--- src/rtl/phy_irq_pkg.sv ---
package phy_irq_pkg;
    localparam int NUM_COND  = 4;
    localparam int COND_LINK = 0;
    localparam int COND_DUP  = 1;
    localparam int COND_ANEG = 2;
    localparam int COND_MAU  = 3;
    localparam int EN_LSB    = 4;
    localparam int AUI_BIT   = 2;
    localparam int GEN_BIT   = 5;

    typedef enum logic [1:0] {
        PIN_IDLE = 2'd0,
        PIN_IRQ  = 2'd1,
        PIN_COLL = 2'd2
    } pin_mode_e;
endpackage

--- src/rtl/phy_irq_chg_det.sv ---
module phy_irq_chg_det #(
    parameter int NUM_PORTS = 4
) (
    input  logic                 clk_i,
    input  logic                 rst_ni,
    input  logic [NUM_PORTS-1:0] stat_i,
    output logic                 chg_o
);
    typedef struct packed {
        logic [NUM_PORTS-1:0] copy;
        logic                 primed;
    } det_t;

    det_t det_d, det_q;

    always_comb begin
        det_d        = det_q;
        det_d.copy   = stat_i;
        det_d.primed = 1'b1;
        chg_o        = det_q.primed && (stat_i != det_q.copy);
    end

    always_ff @(posedge clk_i or negedge rst_ni) begin
        if (!rst_ni) begin
            det_q <= '0;
        end else begin
            det_q <= det_d;
        end
    end
endmodule

--- src/rtl/phy_irq_pinmux.sv ---
module phy_irq_pinmux
    import phy_irq_pkg::*;
(
    input  logic       gen_en_i,
    input  logic       aui_mode_i,
    input  logic       irq_req_i,
    input  logic       pin_in_i,
    output logic       pin_drive_low_o,
    output logic [1:0] pin_mode_o,
    output logic       ci_neg_o,
    output logic       pseudo_col_o
);
    pin_mode_e mode;

    always_comb begin
        if (gen_en_i) begin
            mode = PIN_IRQ;
        end else if (aui_mode_i) begin
            mode = PIN_COLL;
        end else begin
            mode = PIN_IDLE;
        end
        pin_mode_o      = mode;
        pin_drive_low_o = (mode == PIN_IRQ) && irq_req_i;
        ci_neg_o        = (mode == PIN_COLL) && pin_in_i;
        pseudo_col_o    = gen_en_i && aui_mode_i;
    end
endmodule

--- src/rtl/phy_irq_ctrl.sv ---
module phy_irq_ctrl
    import phy_irq_pkg::*;
#(
    parameter int NUM_PORTS = 4,
    parameter int ADDR_W    = 5,
    parameter int DATA_W    = 16,
    parameter int STAT_ADDR = 16,
    parameter int CTRL_ADDR = 18
) (
    input  logic                 clk_i,
    input  logic                 rst_ni,
    input  logic [NUM_PORTS-1:0] link_i,
    input  logic [NUM_PORTS-1:0] duplex_i,
    input  logic [NUM_PORTS-1:0] aneg_i,
    input  logic [NUM_PORTS-1:0] mau_err_i,
    input  logic [ADDR_W-1:0]    reg_addr_i,
    input  logic                 reg_rd_i,
    input  logic                 reg_wr_i,
    input  logic [DATA_W-1:0]    reg_wdata_i,
    output logic [DATA_W-1:0]    reg_rdata_o,
    input  logic                 pin_in_i,
    output logic                 pin_drive_low_o,
    output logic [1:0]           pin_mode_o,
    output logic                 ci_neg_o,
    output logic                 pseudo_col_o
);
    localparam logic [ADDR_W-1:0] STAT_A = ADDR_W'(STAT_ADDR);
    localparam logic [ADDR_W-1:0] CTRL_A = ADDR_W'(CTRL_ADDR);
    localparam int                EN_MSB = EN_LSB + NUM_COND - 1;

    typedef struct packed {
        logic [NUM_COND-1:0] flags;
        logic [NUM_COND-1:0] en;
        logic                gen;
        logic                aui;
    } irq_state_t;

    irq_state_t st_d, st_q;

    logic [NUM_COND-1:0][NUM_PORTS-1:0] stat_all;
    logic [NUM_COND-1:0]                cond_chg;
    logic                               stat_rd;
    logic                               stat_wr;
    logic                               ctrl_wr;
    logic                               irq_req;
    logic                               unused_wdata;

    assign stat_all[COND_LINK] = link_i;
    assign stat_all[COND_DUP]  = duplex_i;
    assign stat_all[COND_ANEG] = aneg_i;
    assign stat_all[COND_MAU]  = mau_err_i;

    for (genvar c = 0; c < NUM_COND; c++) begin : g_det
        phy_irq_chg_det #(
            .NUM_PORTS(NUM_PORTS)
        ) u_det (
            .clk_i (clk_i),
            .rst_ni(rst_ni),
            .stat_i(stat_all[c]),
            .chg_o (cond_chg[c])
        );
    end

    assign stat_rd      = reg_rd_i && (reg_addr_i == STAT_A);
    assign stat_wr      = reg_wr_i && (reg_addr_i == STAT_A);
    assign ctrl_wr      = reg_wr_i && (reg_addr_i == CTRL_A);
    assign unused_wdata = ^reg_wdata_i;

    always_comb begin
        st_d = st_q;
        // a read clears, but changes seen this cycle are merged back in
        st_d.flags = (stat_rd ? '0 : st_q.flags) | cond_chg;
        if (stat_wr) begin
            st_d.en = reg_wdata_i[EN_MSB:EN_LSB];
        end
        if (ctrl_wr) begin
            st_d.gen = reg_wdata_i[GEN_BIT];
            st_d.aui = reg_wdata_i[AUI_BIT];
        end
    end

    always_ff @(posedge clk_i or negedge rst_ni) begin
        if (!rst_ni) begin
            st_q <= '0;
        end else begin
            st_q <= st_d;
        end
    end

    always_comb begin
        reg_rdata_o = '0;
        if (reg_addr_i == STAT_A) begin
            reg_rdata_o[NUM_COND-1:0]  = st_q.flags;
            reg_rdata_o[EN_MSB:EN_LSB] = st_q.en;
        end else if (reg_addr_i == CTRL_A) begin
            reg_rdata_o[GEN_BIT] = st_q.gen;
            reg_rdata_o[AUI_BIT] = st_q.aui;
        end
    end

    assign irq_req = |(st_q.flags & st_q.en);

    phy_irq_pinmux u_pinmux (
        .gen_en_i       (st_q.gen),
        .aui_mode_i     (st_q.aui),
        .irq_req_i      (irq_req),
        .pin_in_i       (pin_in_i),
        .pin_drive_low_o(pin_drive_low_o),
        .pin_mode_o     (pin_mode_o),
        .ci_neg_o       (ci_neg_o),
        .pseudo_col_o   (pseudo_col_o)
    );
endmodule

--- config.mk ---
export PLATFORM = sky130hd
export DESIGN_NAME = phy_irq_ctrl
export DESIGN_NICKNAME = d
export VERILOG_FILES = /design/src/rtl/phy_irq_pkg.sv /design/src/rtl/phy_irq_chg_det.sv /design/src/rtl/phy_irq_pinmux.sv /design/src/rtl/phy_irq_ctrl.sv
export SDC_FILE = /design/constraint.sdc
export NUM_CORES = 1
export LEC_CHECK = 0
export BUFFER_PORTS_ARGS = -buffer_cell sky130_fd_sc_hd__buf_2
export CORE_ASPECT_RATIO = 0.75
export CORE_MARGIN = 10
export CORE_UTILIZATION = 47
export CTS_CLUSTER_DIAMETER = 40
export CTS_CLUSTER_SIZE = 20
export DETAILED_ROUTE_END_ITERATION = 10
export GPL_ROUTABILITY_DRIVEN = 0
export PLACE_DENSITY = 0.83
export SLEW_MARGIN = 10
export SYNTH_ARGS = -nofsm -noshare
export SYNTH_HDL_FRONTEND = slang
export SYNTH_SLANG_ARGS = --single-unit
--- constraint.sdc ---
create_clock -name clk_i -period 1.72 [get_ports clk_i]
set_input_delay 0.172 -clock clk_i [delete_from_list [all_inputs] [get_ports clk_i]]
set_output_delay 0.172 -clock clk_i [all_outputs]
set_load 0.005 [all_outputs]
==> flow_metrics.env <==
export IMPL_antenna_found_initial=0
export IMPL_synth_top_area_frac=0.564
export IMPL_dpl_hpwl_um=2040
export IMPL_peakVddDrop_mv=0.648
export IMPL_ant_nets=0
export IMPL_min_to="st_q[2]"
export IMPL_clk_pin_slew_worst_paths_ns=0.13
export IMPL_synth_common_cells="dfrtp_1 (27), xnor2_1 (16), buf_4 (9)"
export IMPL_whs_path_depth=2
export IMPL_critPathMostFrequentCell="buf_2"
export IMPL_drc=0
export IMPL_avgRoutedWirePerCell_um=13.9
export IMPL_final_util=0.682
export IMPL_die_area_mm2=0.00499
export IMPL_ys_warn_count=0
export IMPL_cts_buffer_depth=2
export IMPL_grt_pass1_wl_um=4290
export IMPL_period_minus_slack_ns=1.43
export IMPL_drtIter0Drc=16
export IMPL_synth_cell_types=19
export IMPL_diodes=0
export IMPL_numCtsBuffers=3
export IMPL_min_from="reg_wdata_i[4]"
export IMPL_hold_path_class="primary input to register"
export IMPL_hold_viol_final=0
export IMPL_io_buffers=43
export IMPL_cp_slowest_stage_delay_ns=0.57
export IMPL_synthArstFlopShare=1.00
export IMPL_critPathSlowestCell="or4b_4"
export IMPL_skew_ns=0.00758
export IMPL_yosys_area_top_type="dfrtp_1"
export IMPL_dp_slack_ns=0.279
export IMPL_fin_ws_ns=0.286
export IMPL_synth_edff_count=0
export IMPL_path_cells="buf_2, or4b_4, nor2_4, and2_1, buf_2"
export IMPL_slew_viol_final=0
export IMPL_start_util=0.507
export IMPL_startpoint_type="primary input"
export IMPL_status="finished, final reports clean"
export IMPL_track_usage=0.103
export IMPL_powerDensity_mw_per_mm2=741
export IMPL_root_buffer="clkbuf_4"
export IMPL_syn_to_final_growth_pct=34.6
export IMPL_avgSynthCellArea_um2=13.3
export IMPL_cp_end_kind="output pin"
export IMPL_io_pins=63
export IMPL_tightest_slew_ns=0.564
export IMPL_path_max_fanout=6
export IMPL_synth_main_ff_cell="dfrtp_1"
export IMPL_slew_headroom=0.624
export IMPL_cts_sinks=27
export IMPL_final_nets=195
export IMPL_cts_htree_levels=1
export IMPL_crit_type="primary input to output pin"
export IMPL_overflow=0
export IMPL_syn_area_mm2=0.00120
export IMPL_drt_wl_total_um=2590
export IMPL_syn_inst=90
export IMPL_insertion_delay_ns=0.32
export IMPL_r2r_start="g_det[1].u_det.det_q[1]"
export IMPL_reg2reg_to="st_q[7]"
export IMPL_core_area_mm2=0.00236
export IMPL_grt_pass1_vias=946
export IMPL_rr_worst_depth=3
export IMPL_die_h_um=63.7
export IMPL_postCtsSetupBuffers=0
export IMPL_required_ns=1.55
export IMPL_period_share=0.834
export IMPL_tritoncts="done"
export IMPL_yosys_top_cells_area="dfrtp_1 (56%), xnor2_1 (12%), buf_4 (5.6%)"
export IMPL_via_per_inst=4.60
export IMPL_r2r_slack_ns=0.72
export IMPL_cap_violations=0
export IMPL_fmax_mhz=698
export IMPL_synth_most_common_cell="dfrtp_1"
export IMPL_ys_ff_latch=27
export IMPL_grt_max_degree=28
export IMPL_drtPass1Iterations=4
export IMPL_worstPathArrival_ns=1.26
export IMPL_rsz0062_at_grt="no"
export IMPL_synth_seq_area_share=0.564
export IMPL_setup_viol=0
export IMPL_std_cell_rows=15
export IMPL_tns_ns=0
export IMPL_vias=856
export IMPL_drive_gt1_frac=0.375
export IMPL_critPathLaunch="reg_addr_i[0]"
export IMPL_power_leakage_nw=0.768
export IMPL_fp_dieW_um=78.3
[worst max-delay path, delay by kind of cell]
family	cells	cell delay (ns)
and+or+nand+nor	3	0.85
buffers and inverters	2	0.23
[cell usage in the layout (no fill, tap or decap), drive strengths merged]
master	count
clkinv	1
nand3b	2
nor4b	1
conb	9
or4b	1
buf	43
nand4	4
and2	8
and3	1
dfrtp	27
a22oi	2
mux2	6
a22o	4
nor2	3
mux2i	2
dlygate4sd3	17
a21boi	1
nor2b	1
xnor2	16
clkbuf	3
[sequential cells by signal (all words and copies together) (netlist names)]
name               flops
g_det.u_det.det_q     17
st_q                  10
[area by class of cell]
cell class / count / area (µm²)
clock buffer: 3 / 22.5
clock inverter: 1 / 5.00
fill: 178 / 752
multi-input combinational: 61 / 482
sequential: 27 / 676
tap: 34 / 42.5
timing repair buffer: 60 / 385
[what timing repair did]
| action | in CTS | in global routing |
|---|---|---|
| hold buffers | 17 | 0 |
| endpoints found under the hold margin | 43 | 0 |
| gates resized for setup | 0 | 0 |
[per-stage QoR]
step / hold WS [ns] / cells / power, mW / area (µm²)
finish: 0.0814 / 186 / 1.20 / 1610
global route: 0.0657 / 186 / 1.27 / 1610
CTS: 0.0686 / 186 / 1.21 / 1610
detailed placement: 0.199 / 165 / 0.923 / 1420
global placement: 0.190 / 165 / 0.914 / 1420
floorplan: -0.124 / 97 / 0.842 / 1220
[per-layer routing]
layer  part of all wire  vias to the layer above  track usage  wire length (µm)
met5                  0                        -            0                 0
met4                  0                        0       0.0134                 0
met3               0.13                        0       0.0698               335
met2               0.45                       44        0.165              1170
met1               0.42                      394        0.113              1080
li1                   -                      418            -                 -
[power by group]
part / internal (mW) / switching [mW] / total, mW
sequential: 0.684 / 0.0333 / 0.717
clock: 0.0870 / 0.169 / 0.256
combinational: 0.133 / 0.0888 / 0.222
[worst max-delay path by stage]
| stage | slack (ns) | depth (start not counted) | endpoint |
|---|---|---|---|
| global route | 0.22 | 5 | reg_rdata_o[0] |
| finish | 0.29 | 5 | reg_rdata_o[4] |
| CTS | 0.28 | 5 | reg_rdata_o[4] |
| global placement | 0.30 | 5 | reg_rdata_o[4] |
| floorplan | 0.57 | 3 | reg_rdata_o[0] |
| detailed placement | 0.28 | 5 | reg_rdata_o[4] |
[kinds of logic (layout without fill, tap and decap cells)]
| logic type | Yosys count | after routing | share of synthesized area |
|---|---|---|---|
| DFF | 27 | 27 | 0.564 |
| and+or+nand+nor | 21 | 21 | 0.136 |
| xor gates and xnor gates | 16 | 16 | 0.117 |
| buffers and inverters | 9 | 64 | 0.0564 |
| muxes | 8 | 8 | 0.0731 |
| AOI/OAI and AO/OA | 7 | 7 | 0.0480 |
| other | 2 | 9 | 0.00627 |
Power figures use the tool's default switching activity.
